$ cat config.mk
export PLATFORM = sky130hd
export DESIGN_NAME = ffload_seq
export DESIGN_NICKNAME = d
export VERILOG_FILES = /design/src/rtl/ffload_pkg.sv /design/src/rtl/ffl_addr_gen.sv /design/src/rtl/ffl_elem_buf.sv /design/src/rtl/ffl_ctrl.sv /design/src/rtl/ffload_seq.sv
export SDC_FILE = /design/constraint.sdc
export NUM_CORES = 1
export LEC_CHECK = 0
export ABC_AREA = 1
export BUFFER_PORTS_ARGS = -buffer_cell sky130_fd_sc_hd__buf_2
export CAP_MARGIN = 40
export CORE_UTILIZATION = 53
export CTS_CLUSTER_DIAMETER = 30
export DETAILED_ROUTE_END_ITERATION = 7
export PLACE_DENSITY = 0.76
export SKIP_LAST_GASP = 1
export SYNTH_ARGS = -nofsm -noshare
export SYNTH_HDL_FRONTEND = slang
export SYNTH_SLANG_ARGS = --single-unit
export TNS_END_PERCENT = 30
$ cat constraint.sdc
create_clock -name clk -period 2.5 [get_ports clk]
set_input_delay 0.5 -clock clk [delete_from_list [all_inputs] [get_ports clk]]
set_output_delay 0.5 -clock clk [all_outputs]
set_load 0.05 [all_outputs]
$ cat src/rtl/ffload_pkg.sv
package ffload_pkg;

    typedef enum logic [1:0] {
        SEQ_IDLE  = 2'd0,
        SEQ_ISSUE = 2'd1,
        SEQ_WAIT  = 2'd2
    } seq_state_e;

    // Outcome of one returned element
    typedef struct packed {
        logic stop;    // no further requests
        logic trap;    // fault on the first element
        logic shrink;  // fault on a later element
        logic keep;    // data is valid and stored
    } step_verdict_t;

    function automatic step_verdict_t judge_step(
        input logic faulted,
        input logic first_elem,
        input logic last_elem,
        input logic at_edge,
        input logic edge_stop_en
    );
        step_verdict_t v;
        v.trap   = faulted & first_elem;
        v.shrink = faulted & ~first_elem;
        v.keep   = ~faulted;
        v.stop   = faulted | last_elem | (at_edge & edge_stop_en);
        return v;
    endfunction

endpackage

$ cat src/rtl/ffl_addr_gen.sv
module ffl_addr_gen #(
    parameter int ADDR_W     = 32,
    parameter int ELEM_BYTES = 4,
    parameter int PAGE_BYTES = 4096
) (
    input  logic              clk,
    input  logic              rst,
    input  logic              load,
    input  logic [ADDR_W-1:0] base,
    input  logic              step,
    output logic [ADDR_W-1:0] cur_addr,
    output logic              next_is_edge
);
    localparam logic [ADDR_W-1:0] STRIDE    = ADDR_W'(ELEM_BYTES);
    localparam logic [ADDR_W-1:0] PAGE_MASK = ADDR_W'(PAGE_BYTES - 1);

    logic [ADDR_W-1:0] next_addr;

    always_ff @(posedge clk) begin
        if (rst) begin
            cur_addr <= '0;
        end else if (load) begin
            cur_addr <= base;
        end else if (step) begin
            cur_addr <= next_addr;
        end
    end

    assign next_addr    = cur_addr + STRIDE;
    assign next_is_edge = ((next_addr & PAGE_MASK) == '0);

endmodule

$ cat src/rtl/ffl_elem_buf.sv
module ffl_elem_buf #(
    parameter int DATA_W = 32,
    parameter int DEPTH  = 8,
    parameter int IDX_W  = 3
) (
    input  logic              clk,
    input  logic              rst,
    input  logic              wr_en,
    input  logic [IDX_W-1:0]  wr_idx,
    input  logic [DATA_W-1:0] wr_data,
    input  logic [IDX_W-1:0]  rd_idx,
    output logic [DATA_W-1:0] rd_data
);
    logic [DATA_W-1:0] slots [DEPTH];

    always_ff @(posedge clk) begin
        if (rst) begin
            for (int i = 0; i < DEPTH; i++) begin
                slots[i] <= '0;
            end
        end else if (wr_en) begin
            slots[wr_idx] <= wr_data;
        end
    end

    assign rd_data = slots[rd_idx];

endmodule

$ cat src/rtl/ffl_ctrl.sv
module ffl_ctrl
    import ffload_pkg::*;
#(
    parameter int MAX_VL = 8,
    parameter int VL_W   = 4,
    parameter int IDX_W  = 3
) (
    input  logic             clk,
    input  logic             rst,
    input  logic             start,
    input  logic [VL_W-1:0]  vl_in,
    input  logic             page_stop_en,
    input  logic             rsp_valid,
    input  logic             rsp_fault,
    input  logic             next_is_edge,
    output logic             busy,
    output logic             req_valid,
    output logic             load_base,
    output logic             step_elem,
    output logic             buf_we,
    output logic [IDX_W-1:0] buf_idx,
    output logic             trap_fire,
    output logic             done,
    output logic [VL_W-1:0]  vl_out,
    output logic             trap_req
);
    localparam logic [VL_W-1:0] VL_CAP = VL_W'(MAX_VL);
    localparam logic [VL_W-1:0] ONE    = VL_W'(1);

    seq_state_e     state;
    logic [VL_W-1:0] cnt;
    logic [VL_W-1:0] vl_req;
    logic            edge_stop_q;
    logic            done_q;
    logic            trap_q;
    logic [VL_W-1:0] vl_out_q;

    logic [VL_W-1:0] vl_clamped;
    logic            rsp_take;
    step_verdict_t   verdict;
    logic [VL_W-1:0] final_vl;

    assign vl_clamped = (vl_in > VL_CAP) ? VL_CAP : vl_in;
    assign rsp_take   = (state == SEQ_WAIT) && rsp_valid;
    assign verdict    = judge_step(rsp_fault, (cnt == '0), ((cnt + ONE) == vl_req),
                                   next_is_edge, edge_stop_q);
    assign final_vl   = verdict.trap   ? vl_req :
                        verdict.shrink ? cnt    : (cnt + ONE);

    always_ff @(posedge clk) begin
        if (rst) begin
            state       <= SEQ_IDLE;
            cnt         <= '0;
            vl_req      <= '0;
            edge_stop_q <= 1'b0;
            done_q      <= 1'b0;
            trap_q      <= 1'b0;
            vl_out_q    <= '0;
        end else begin
            done_q <= 1'b0;
            trap_q <= 1'b0;
            case (state)
                SEQ_IDLE: begin
                    if (start) begin
                        if (vl_clamped == '0) begin
                            done_q   <= 1'b1;
                            vl_out_q <= '0;
                        end else begin
                            state       <= SEQ_ISSUE;
                            cnt         <= '0;
                            vl_req      <= vl_clamped;
                            edge_stop_q <= page_stop_en;
                        end
                    end
                end
                SEQ_ISSUE: begin
                    state <= SEQ_WAIT;
                end
                SEQ_WAIT: begin
                    if (rsp_valid) begin
                        if (verdict.stop) begin
                            state    <= SEQ_IDLE;
                            done_q   <= 1'b1;
                            vl_out_q <= final_vl;
                            trap_q   <= verdict.trap;
                        end else begin
                            cnt   <= cnt + ONE;
                            state <= SEQ_ISSUE;
                        end
                    end
                end
                default: state <= SEQ_IDLE;
            endcase
        end
    end

    assign busy      = (state != SEQ_IDLE);
    assign req_valid = (state == SEQ_ISSUE);
    assign load_base = (state == SEQ_IDLE) && start && (vl_clamped != '0);
    assign step_elem = rsp_take && !verdict.stop;
    assign buf_we    = rsp_take && verdict.keep;
    assign buf_idx   = cnt[IDX_W-1:0];
    assign trap_fire = rsp_take && verdict.trap;
    assign done      = done_q;
    assign vl_out    = vl_out_q;
    assign trap_req  = trap_q;

    AST_DONE_SINGLE: assert property (@(posedge clk) disable iff (rst)
        done_q |=> !done_q);

    AST_SHRINK_NONZERO: assert property (@(posedge clk) disable iff (rst)
        (rsp_take && rsp_fault && cnt != '0) |=> (done_q && vl_out_q != '0 && !trap_q));

    AST_TRAP_KEEPS_VL: assert property (@(posedge clk) disable iff (rst)
        trap_q |-> (vl_out_q == vl_req && done_q));

    AST_WRITE_BELOW_VL: assert property (@(posedge clk) disable iff (rst)
        buf_we |-> (cnt < vl_req));

    AST_START_IGNORED_BUSY: assert property (@(posedge clk) disable iff (rst)
        (busy && start) |=> (vl_req == $past(vl_req)));

endmodule

$ cat src/rtl/ffload_seq.sv
module ffload_seq #(
    parameter int ADDR_W     = 32,
    parameter int DATA_W     = 32,
    parameter int ELEM_BYTES = 4,
    parameter int MAX_VL     = 8,
    parameter int PAGE_BYTES = 4096,
    localparam int VL_W      = $clog2(MAX_VL + 1),
    localparam int IDX_W     = (MAX_VL > 1) ? $clog2(MAX_VL) : 1
) (
    input  logic              clk,
    input  logic              rst,
    input  logic              start,
    input  logic [ADDR_W-1:0] base_addr,
    input  logic [VL_W-1:0]   vl_in,
    input  logic              page_stop_en,
    output logic              busy,
    output logic              mem_req_valid,
    output logic [ADDR_W-1:0] mem_req_addr,
    input  logic              mem_rsp_valid,
    input  logic [DATA_W-1:0] mem_rsp_data,
    input  logic              mem_rsp_fault,
    output logic              done,
    output logic [VL_W-1:0]   vl_out,
    output logic              trap_req,
    output logic [ADDR_W-1:0] trap_addr,
    input  logic [IDX_W-1:0]  rd_idx,
    output logic [DATA_W-1:0] rd_data
);
    logic              load_base;
    logic              step_elem;
    logic              buf_we;
    logic [IDX_W-1:0]  buf_idx;
    logic              trap_fire;
    logic              next_is_edge;
    logic [ADDR_W-1:0] cur_addr;

    ffl_ctrl #(
        .MAX_VL (MAX_VL),
        .VL_W   (VL_W),
        .IDX_W  (IDX_W)
    ) u_ctrl (
        .clk          (clk),
        .rst          (rst),
        .start        (start),
        .vl_in        (vl_in),
        .page_stop_en (page_stop_en),
        .rsp_valid    (mem_rsp_valid),
        .rsp_fault    (mem_rsp_fault),
        .next_is_edge (next_is_edge),
        .busy         (busy),
        .req_valid    (mem_req_valid),
        .load_base    (load_base),
        .step_elem    (step_elem),
        .buf_we       (buf_we),
        .buf_idx      (buf_idx),
        .trap_fire    (trap_fire),
        .done         (done),
        .vl_out       (vl_out),
        .trap_req     (trap_req)
    );

    ffl_addr_gen #(
        .ADDR_W     (ADDR_W),
        .ELEM_BYTES (ELEM_BYTES),
        .PAGE_BYTES (PAGE_BYTES)
    ) u_addr (
        .clk          (clk),
        .rst          (rst),
        .load         (load_base),
        .base         (base_addr),
        .step         (step_elem),
        .cur_addr     (cur_addr),
        .next_is_edge (next_is_edge)
    );

    ffl_elem_buf #(
        .DATA_W (DATA_W),
        .DEPTH  (MAX_VL),
        .IDX_W  (IDX_W)
    ) u_buf (
        .clk     (clk),
        .rst     (rst),
        .wr_en   (buf_we),
        .wr_idx  (buf_idx),
        .wr_data (mem_rsp_data),
        .rd_idx  (rd_idx),
        .rd_data (rd_data)
    );

    assign mem_req_addr = cur_addr;

    always_ff @(posedge clk) begin
        if (rst) begin
            trap_addr <= '0;
        end else if (trap_fire) begin
            trap_addr <= cur_addr;
        end
    end

    AST_SINGLE_OUTSTANDING: assert property (@(posedge clk) disable iff (rst)
        mem_req_valid |=> !mem_req_valid);

    AST_NO_REQ_AFTER_DONE: assert property (@(posedge clk) disable iff (rst)
        (done && !busy) |-> !mem_req_valid);

endmodule

* Word-level counts from Yosys, hierarchy flattened
Memories as Yosys holds them, arrays and structs flattened.
Index checks and enable logic that the tools add are counted.
** Word-level totals
- Memories :: 1
- Flip-flop bits (word level) :: 81
- Word-level logic and storage cells :: 87
- Input port bits :: 77
- RAM bits :: 256
- Output and inout bits :: 104
** Memory list
- u_buf.slots :: words 8, bits a word 32, rd ports 1, clocked after memory_dff 0, write ports 8, line ffl_elem_buf.sv:14 : logic [DATA_W-1:0] slots [DEPTH];
** Operators by class
- Add/sub/neg operators :: 2
- Reductions and logical operators :: 21
- Multiplexer cells :: 33
- Equality and inequality tests :: 9
- Bitwise operators :: 11
- $lt $le $gt $ge :: 1
** Operator list (count)
- $mux 32 :: 3
- $mux 4 :: 11
- $add 32x3->32 const B :: 1
- $logic_not 32->1 :: 1
- $reduce_or 32->1 :: 1
- $pmux 4 s2 :: 2
- $mux 1 :: 11
- $reduce_and 5->1 :: 2
- $logic_not 4->1 :: 2
- $ne 2x2->1 const B :: 4
- $logic_and 1x1->1 :: 6
- $mux 2 :: 3
- $not 1->1 :: 6
- $pmux 2 s3 :: 1
- $reduce_and 3->1 :: 2
- $reduce_bool 2->1 :: 3
- $add 4x1->4 const B :: 1
- $eq 4x4->1 :: 1
- $gt 4x4->1 const B :: 1
- $ne 2x1->1 const B :: 2
- $reduce_bool 4->1 :: 1
- $reduce_or 4->1 :: 1
- $and 1x1->1 :: 3
- $mux 3 :: 1
- other kinds (6) :: 7

* Logic depth before layout (Yosys ltp)
Gate-level depths: netlist (run 1).
- Depth after elaboration :: 8
- Mapped depth :: 14
- Depth with buffers taken out :: 14

* Modules after synthesis
A second synthesis (run 1) with hierarchy kept.
** Unflattened totals
- Cell total of the unflattened synthesis :: 2146
- Area total of the unflattened synthesis :: 17091.4 um2
** Modules (own cells, without submodules)
- ffl_elem_buf :: area each 12567.1 um2, cells an instance 1447, times used 1, sequential area each 7687.4 um2
- ffl_addr_gen :: area each 2175.8 um2, cells an instance 344, times used 1, sequential area each 640.6 um2
- ffload_seq :: area each 1338.8 um2, cells an instance 203, times used 1, sequential area each 640.6 um2
- ffl_ctrl :: area each 1009.7 um2, cells an instance 152, times used 1, sequential area each 340.3 um2

* Least setup slack after synthesis (run 1)
OpenSTA, ideal clock, no wires.
- Path type :: input to output
- From :: input port rd_idx[0]
- To :: output port rd_data[30]
- Stages :: 7
- Arrival time :: 2.374 ns
- Buffers on the path :: 3
- Setup slack :: -0.374 ns
- Path through :: clkbuf_1 > clkbuf_1 > clkbuf_1 > nor2_1 > nor2_1 > o21ai_0 > a31oi_1
** On the way
- Longest elaborated chain between the ends :: 1
** RTL lines
- start, declared :: line ffload_seq.sv:26 : input logic [IDX_W-1:0] rd_idx,
- $mem_v2 8x32
- end, declared :: line ffload_seq.sv:27 : output logic [DATA_W-1:0] rd_data
Every way passes these cells.

* Worst setup path after layout (run 1)
- From :: input port rd_idx[1]
- To :: output port rd_data[2]
The elaborated chain is that of the path after synthesis.

==> results of run 1 <==
-- per-stage QoR --
stage	power (mW)	instances	setup TNS, ns	utilization	setup WS (ns)
2_1_floorplan	7.51	1758	-4.86	-	-0.0733
3_3_place_gp	7.99	2276	0	0.609	0.122
3_5_place_dp	8.03	2276	0	0.609	0.0961
4_1_cts	16.4	2389	0	0.683	0.0926
5_1_grt	16.7	2390	-0.0124	0.683	-0.0124
6_report	16.3	2391	0	0.683	0.0682
-- state kept, by name, indices dropped and copies added, names as in the netlist --
| signal | cells |
|---|---|
| u_buf.slots | 256 |
| trap_addr | 32 |
| u_addr.cur_addr | 32 |
| u_ctrl.cnt | 4 |
| u_ctrl.vl_out | 4 |
| u_ctrl.vl_req | 4 |
| u_ctrl.state | 2 |
| u_ctrl.done | 1 |
| u_ctrl.edge_stop_q | 1 |
| u_ctrl.trap_req | 1 |
-- placed cells by master (no fill, tap or decap), drive strengths merged, types with 12 or more instances in the layout --
cell type	count
o22ai	34
o21ai	182
inv	106
a31oi	33
nand3	60
a21oi	68
nor3	12
buf	239
dfxtp	81
clkinv	22
nor2	560
nand2	239
clkbuf	68
edfxtp	256
-- how the worst max path moves through the flow --
| stage | start | to | slack, ns |
|---|---|---|---|
| after floorplan | rd_idx[0] | rd_data[30] | -0.07 |
| after global placement | rd_idx[1] | rd_data[2] | 0.12 |
| after detailed placement | rd_idx[1] | rd_data[28] | 0.1 |
| after CTS | rd_idx[1] | rd_data[3] | 0.09 |
| after global routing | rd_idx[1] | rd_data[2] | -0.01 |
| final | rd_idx[1] | rd_data[2] | 0.07 |
-- where the power goes --
group	internal [mW]	switching, mW	total (mW)	leakage [nW]
logic	0.453	1.18	1.63	3.67
clock network	5.43	2.96	8.39	1.02
registers	6.21	0.102	6.31	3.30
total	12.1	4.24	16.3	7.98
-- cell families after synthesis --
logic type,share of synthesized area
adder cells (fa/ha/maj),0.00322
XOR/XNOR,0.00338
flip-flops,0.600
AO/OA/AOI/OAI,0.114
AND/OR/NAND/NOR,0.228
buffers and inverters,0.0526
-- routing by layer --
layer  global-route usage  part of all wire  vias to the layer above  wire length, µm
li1                     -                 -                     6307                -
met1                0.366              0.39                     6481            17200
met2                0.506              0.49                      685            21900
met3               0.0543             0.088                      131             3920
met4                0.124             0.032                        4             1440
met5                    0           0.00058                        -               26
-- worst max-delay path, cell delays in order --
cell and delay [ns]:
buf_2 0.14, clkinv_1 0.08, buf_12 0.29, o21ai_0 0.15, o22ai_1 0.13, nor2_1 0.07, a31oi_2 0.23, buf_2 0.31
-- final cells by class --
cell class | instances | area share
Multi-Input combinational cell | 1217 | 0.294
Antenna cell | 2 | 0.000255
Timing Repair Buffer | 239 | 0.0812
Sequential cell | 337 | 0.474
Clock inverter | 45 | 0.0271
Tap cell | 384 | 0.0244
Clock buffer | 68 | 0.0805
Inverter | 99 | 0.0190
-- cells in the mapped netlist --
| cell | instances |
|---|---|
| a211oi_1 | 2 |
| a21oi_1 | 61 |
| a21oi_2 | 7 |
| a221oi_1 | 1 |
| a22oi_1 | 2 |
| a31oi_1 | 33 |
| buf_1 | 8 |
| buf_2 | 2 |
| buf_4 | 1 |
| buf_6 | 6 |
| clkbuf_1 | 88 |
| clkinv_1 | 1 |
| dfxtp_1 | 81 |
| edfxtp_1 | 256 |
| ha_1 | 4 |
| inv_1 | 96 |
| inv_2 | 2 |
| nand2_1 | 226 |
| nand2_2 | 12 |
| nand2_4 | 1 |
| nand3_1 | 58 |
| nand3_2 | 1 |
| nand3_4 | 1 |
| nand3b_1 | 3 |
| nand4_1 | 6 |
| nor2_1 | 553 |
| nor2_2 | 3 |
| nor2_4 | 3 |
| nor2_8 | 1 |
| nor3_1 | 12 |
| nor4_2 | 1 |
| o211ai_1 | 1 |
| o21a_1 | 1 |
| o21ai_0 | 182 |
| o21bai_1 | 2 |
| o22ai_1 | 34 |
| xor2_1 | 6 |
==> impl_metrics.toml, run 1 <==
[synthesis]
ys_ff_latch = 337
syn_inst = 1758
ys_warn_count = 0
synth_fp_nets = 1839
yosysTopAreaCell = "edfxtp_1"
netlist_area_um2 = 15500
synth_area_leaders = "edfxtp_1, nor2_1, dfxtp_1"
ys_seq_area_frac = 0.600
synth_cell_types = 37
synth_area_per_cell_um2 = 8.83
synth_top_area_share = 0.495

[worst_setup_path]
worst_ep_arrival_time_ns = 1.93
cp.required_ns = 2.00
reg2regPathDepth = 14
worstSetupPathType = "in -> out"
r2r_slack_ns = 0.26
timing.critical_path.fanout_max = 64
r2r_start = "u_addr.cur_addr[3]$_SDFFE_PP0P_"
cp-end-kind = "primary output"
r2r_end = "u_addr.cur_addr[15]$_SDFFE_PP0P_"
start_kind = "primary input"

[hold_path]
whs_endpoint = "u_ctrl.edge_stop_q$_SDFFE_PP0P_"
hold_class = "in -> reg"
hp-start = "page_stop_en"
hold_path_depth = 3

[clock_network]
cts.reportedPaths.clkPinSlew_ns = 0.05
post_cts_resized = 0
cts_root_buf = "clkbuf_16"
cts_tree = "done"
htreeDepth = 2
ctsHoldBuffers = 0
numCtsBuffers = 60
cts_sinks = 337
post-cts-setup-buffers = 0
cts_buffer_depth = 3
worstSkewPairLatency_ns = 0.58

[pwr]
p_leak_nw = 7.98
powerDensity_nw_per_um2 = 831
ir_worst_vdd_uv = 728

[finish]
area.sequential_um2 = 9310
nets = 2035
layout-drive-gt1-share = 0.207
multi_input_area_um2 = 5770
synthToLayoutAreaGrowth_pct = 26.6
fin_area_um2 = 19700
n_fill_cell = 2163

[sta]
slew_headroom = 0.648
finalCriticalPeriod_ns = 2.43
finClkSkew_ns = 0.0189
max_freq_mhz = 411
worst_slew_pin_slew_ns = 0.528
hold_violations = 0
holdWs_ns = 0.162
fin_crit_sh = 0.973
setup_viol = 0
grt_setup_unrepaired = "yes"
report.final.slew_viol_count = 0

[status]
status = "finished, final reports clean"

[grt]
grt_pass1_vias = 13500
antenna_found_initial = 4
grt_overflow_total = 0
grt_max_degree = 65
grt_usage = 0.294
grt_pass1_wl_um = 69900

[floorplan]
placementRows = 62
initial_utilization = 0.540
core-area_um2 = 28800
io_pins = 181
dieArea_um2 = 30000
die_y_um = 173
dieWidth_um = 173

[placement]
place_congestion = 0.946
post-dp-hpwl_um = 26300
placed_cell_area_um2 = 17500
io_buffers = 180

[drt]
dr.pass1.iters = 7
vias = 13600
wl_per_cell_um = 18.6
antenna_left = 0
initialDrtViolationCount = 1409
viasPerCell = 5.69
wirelength_um = 44500
drc = 0

[job]
cap_violations = 0
Note: power is estimated with default switching activity, not from simulation.
==> run 2, diff against run 1 <==
HOLD_SLACK_MARGIN = 0.15   (was default)
PLACE_DENSITY = 0.75   (was 0.76)
SLEW_MARGIN = 0   (was default)
==> impl_metrics.toml, run 2 (synthesis results as in run 1) <==
[pwr]
p_total_mw = 16.9
powerDensity_nw_per_um2 = 852
ir_worst_vdd_uv = 466
p_leak_nw = 8.08

[sta]
fin_crit_sh = 0.981
worst_slew_pin_slew_ns = 0.541
setup_viol = 0
finalCriticalPeriod_ns = 2.45
slew_headroom = 0.639
grt_setup_unrepaired = "yes"
finClkSkew_ns = 0.0263
max_freq_mhz = 408
hold_violations = 0
report.final.slew_viol_count = 0

[worst_setup_path]
r2r_slack_ns = 0.17
r2r_end = "u_addr.cur_addr[25]$_SDFFE_PP0P_"
reg2regPathDepth = 12
crit_slowest_cell = "buf_2"
max_stage_delay_ns = 0.31
worstSetupPathType = "in -> out"
cp.required_ns = 2.00
start_kind = "primary input"
path_depth = 7
path_buf_inv = 3
critPathMostFrequentCell = "buf_2"
cp_top_family = "buffers and inverters"
worst_ep_arrival_time_ns = 1.95
r2r_start = "u_addr.cur_addr[2]$_SDFFE_PP0P_"
cp_cell_sequence = "buf_2 > buf_12 > o21ai_0 > o22ai_1 > nor2_1 > a31oi_2 > buf_2"
cp-end-kind = "primary output"
timing.critical_path.fanout_max = 56

[status]
status = "finished, final reports clean"

[floorplan]
core-area_um2 = 28800
die_y_um = 173
initial_utilization = 0.540
placementRows = 62
dieArea_um2 = 30000
io_pins = 181
dieWidth_um = 173

[finish]
layout_commonest_cell = "nor2_1"
synthToLayoutAreaGrowth_pct = 27.7
largest_reg_flops = 256
top_regs = "u_buf.slots: 256 flops, trap_addr: 32 flops, u_addr.cur_addr: 32 flops"
layout-drive-gt1-share = 0.209
nets = 2039
top_register = "u_buf.slots"
n_fill_cell = 2094
layout_common_cells = "nor2_1, edfxtp_1, nand2_1"
finalNonFillerCells = 2396

[drt]
initialDrtViolationCount = 1342
wl_per_cell_um = 18.5
antenna_left = 0
wirelength_um = 44300
drc = 0
vias = 13600
viasPerCell = 5.69
dr.pass1.iters = 6

[clock_network]
cts_sinks = 337
worstSkewPairLatency_ns = 0.57
htreeDepth = 3
cts_root_buf = "clkbuf_16"
cts_buffer_depth = 3
numCtsBuffers = 66
cts.reportedPaths.clkPinSlew_ns = 0.04
cts_tree = "done"

[grt]
grt_pass1_wl_um = 69600
grt_max_degree = 57
grt_usage = 0.294
grt_overflow_total = 0
antenna_found_initial = 1
grt_pass1_vias = 13300

[hold_path]
hold_path_depth = 3
hp-start = "page_stop_en"
hold_class = "in -> reg"
whs_endpoint = "u_ctrl.edge_stop_q$_SDFFE_PP0P_"

[job]
cap_violations = 0

[placement]
post-dp-hpwl_um = 26200
place_congestion = 0.927
io_buffers = 180
dp_cells = 2274
-- run 2: cell types whose count changed in the layout (fill, tap and decap cells not counted), moves of 2 or more --
cell and change:
clkbuf_1 -2, clkinvlp_4 -2, clkinv_4 -5, clkinv_1 +2, clkinv_2 +5, buf_4 -4, buf_12 +2, inv_6 +5
clkbuf_16 +8
-- run 2: per-layer routing --
layer,wire (µm),share of wire,up-vias,global-route usage
met5,13,0.00029,-,0
met3,4100,0.093,98,0.0642
met4,1240,0.028,2,0.123
met1,17100,0.39,6470,0.361
met2,21900,0.49,739,0.501
li1,-,-,6317,-
-- run 2: area by class of cell --
| cell class | instances | area, µm² | share of cell area |
|---|---|---|---|
| Tap cell | 384 | 480 | 0.0242 |
| Clock inverter | 48 | 515 | 0.0260 |
| Sequential cell | 337 | 9310 | 0.470 |
| Inverter | 99 | 374 | 0.0189 |
| Antenna cell | 1 | 2.50 | 0.000126 |
| Clock buffer | 73 | 1760 | 0.0889 |
| Timing Repair Buffer | 237 | 1610 | 0.0812 |
| Multi-Input combinational cell | 1217 | 5770 | 0.291 |
-- run 2: report_power, final --
group | leakage [nW] | switching [mW] | internal, mW
registers | 3.30 | 0.0976 | 6.21
logic | 3.68 | 1.18 | 0.453
clock network | 1.11 | 3.07 | 5.88
-- run 2: through the flow --
| step | TNS (ns) | utilization | area, µm² | hold WS (ns) | worst slack (ns) |
|---|---|---|---|---|---|
| 2_1_floorplan | -4.86 | - | 15900 | 0.458 | -0.0733 |
| 3_3_place_gp | 0 | 0.610 | 17500 | 0.459 | 0.128 |
| 3_5_place_dp | 0 | 0.610 | 17500 | 0.474 | 0.120 |
| 4_1_cts | 0 | 0.689 | 19800 | 0.175 | 0.0765 |
| 5_1_grt | -0.0142 | 0.689 | 19800 | 0.187 | -0.0122 |
| 6_report | 0 | 0.689 | 19800 | 0.177 | 0.0472 |
-- run 2: how the worst max path moves through the flow --
stage | slack [ns] | from | end
finish | 0.05 | rd_idx[1] | rd_data[2]
global route | -0.01 | u_addr.cur_addr[2]$_SDFFE_PP0P_ | u_addr.cur_addr[12]$_SDFFE_PP0P_
CTS | 0.08 | rd_idx[1] | rd_data[26]
detailed placement | 0.12 | rd_idx[0] | rd_data[18]
global placement | 0.13 | rd_idx[0] | rd_data[18]
floorplan | -0.07 | rd_idx[0] | rd_data[30]
-- run 2: timing repair --
action,in CTS,in global routing
buffers inserted,0,0
gates resized for setup,0,1
hold buffers,0,0
setup endpoints to repair,0,4
-- run 2: tightest hold or removal path, cell delays in order --
cell and delay (ns):
buf_2 0.08, nor2_1 0.04, nor2_1 0.08
==> run 3, diff against run 2 <==
BUFFER_PORTS_ARGS = -buffer_cell sky130_fd_sc_hd__clkbuf_2   (was -buffer_cell sky130_fd_sc_hd__buf_2)
GPL_ROUTABILITY_DRIVEN = 0   (was default)
==> impl_metrics.toml, run 3 (synthesis results as in run 1) <==
[sta]
fin_tns_setup_ns = 0
grt_setup_unrepaired = "no"
hold_violations = 0
holdWs_ns = 0.199
finClkSkew_ns = 0.0149
max_freq_mhz = 421
fin_crit_sh = 0.951
report.final.slew_viol_count = 0
layout_setup_ws_ns = 0.122
finalCriticalPeriod_ns = 2.38
slew_headroom = 0.648
worst_slew_pin_slew_ns = 0.529
setup_viol = 0

[worst_setup_path]
reg2regPathDepth = 12
cp-end-kind = "primary output"
start_kind = "primary input"
cp.required_ns = 2.00
worst_ep_arrival_time_ns = 1.88
timing.critical_path.fanout_max = 32
worstSetupPathType = "in -> out"

[clock_network]
cts_sinks = 337
cts_tree = "done"
post_cts_resized = 0
post-cts-setup-buffers = 0
cts.reportedPaths.clkPinSlew_ns = 0.04
cts_buffer_depth = 3
numCtsBuffers = 67
cts_root_buf = "clkbuf_16"
ctsHoldBuffers = 0
htreeDepth = 3
worstSkewPairLatency_ns = 0.56

[grt]
grt_pass1_vias = 13700
grt_pass1_wl_um = 70500
antenna_found_initial = 1
grt_max_degree = 72
grt_overflow_total = 0
grt_usage = 0.297

[drt]
viasPerCell = 5.72
wl_per_cell_um = 18.5
dr.pass1.iters = 7
vias = 13700
initialDrtViolationCount = 1442
drc = 0
wirelength_um = 44300
antenna_left = 0

[finish]
top_regs = "u_buf.slots: 256 flops, trap_addr: 32 flops, u_addr.cur_addr: 32 flops"
layout-drive-gt1-share = 0.205
n_fill_cell = 2022
num_antenna_cells = 0
layout_common_cells = "nor2_1, edfxtp_1, nand2_1"
nets = 2037
top_register = "u_buf.slots"
layout_commonest_cell = "nor2_1"
largest_reg_flops = 256
synthToLayoutAreaGrowth_pct = 29.9

[pwr]
ir_worst_vdd_uv = 513
p_total_mw = 16.9
powerDensity_nw_per_um2 = 837
p_leak_nw = 8.15

[hold_path]
hold_class = "in -> reg"
hold_path_depth = 3

[floorplan]
dieArea_um2 = 30000
die_y_um = 173
dieWidth_um = 173
core-area_um2 = 28800
placementRows = 62
io_pins = 181
initial_utilization = 0.540

[job]
cap_violations = 0

[status]
status = "finished, final reports clean"

[placement]
io_buffers = 180
post-dp-hpwl_um = 26500
preCtsSetupSlack_ns = 0.162
==> run 3: where the power goes <==
part           leakage [nW]  switching [mW]  internal (mW)
Sequential             3.30           0.101           6.21
Clock                  1.08            2.98           5.77
Combinational          3.77            1.22          0.605
Total                  8.15            4.30           12.6
==> run 3: metal layers <==
| metal | up-vias | share of wire | GRT usage | routed length (µm) |
|---|---|---|---|---|
| met2 | 745 | 0.49 | 0.511 | 21800 |
| li1 | 6306 | - | - | - |
| met3 | 147 | 0.088 | 0.0561 | 3920 |
| met4 | 2 | 0.037 | 0.131 | 1650 |
| met5 | - | 0.00032 | 0 | 14 |
| met1 | 6474 | 0.38 | 0.365 | 17000 |
==> run 3: worst paths after layout <==
path	start	endpoint	slack (ns)
worst max-delay path	rd_idx[0]	rd_data[9]	0.12
worst min-delay path	page_stop_en	u_ctrl.edge_stop_q$_SDFFE_PP0P_	0.20
worst max register to register	u_addr.cur_addr[2]$_SDFFE_PP0P_	u_addr.cur_addr[9]$_SDFFE_PP0P_	0.22
worst min register to register	u_ctrl.vl_out[1]$_SDFFE_PP0P_	u_ctrl.vl_out[1]$_SDFFE_PP0P_	0.47
==> run 3: layout make-up <==
| cell class | count | area [µm²] | share of cell area |
|---|---|---|---|
| clock buffers | 76 | 1740 | 0.0864 |
| clock inverters | 45 | 477 | 0.0236 |
| inverters | 99 | 374 | 0.0186 |
| multi-input cells | 1217 | 5780 | 0.287 |
| flip-flops and latches | 337 | 9310 | 0.462 |
| well taps | 384 | 480 | 0.0238 |
| repair buffers | 234 | 2000 | 0.0993 |
==> run 3: per-stage QoR <==
stage	instances	utilization	cell area (µm²)
after global placement	2271	0.623	17900
after global routing	2392	0.701	20200
after CTS	2392	0.700	20200
after floorplan	1758	-	15900
after detailed placement	2271	0.623	17900
final	2392	0.701	20200
==> run 3: critical path: stages <==
cell     delay, ns
buf_4         0.12
buf_12        0.20
buf_4         0.24
nor2_1        0.06
nor2_1        0.13
o21ai_0       0.17
a31oi_2       0.28
buf_12        0.17
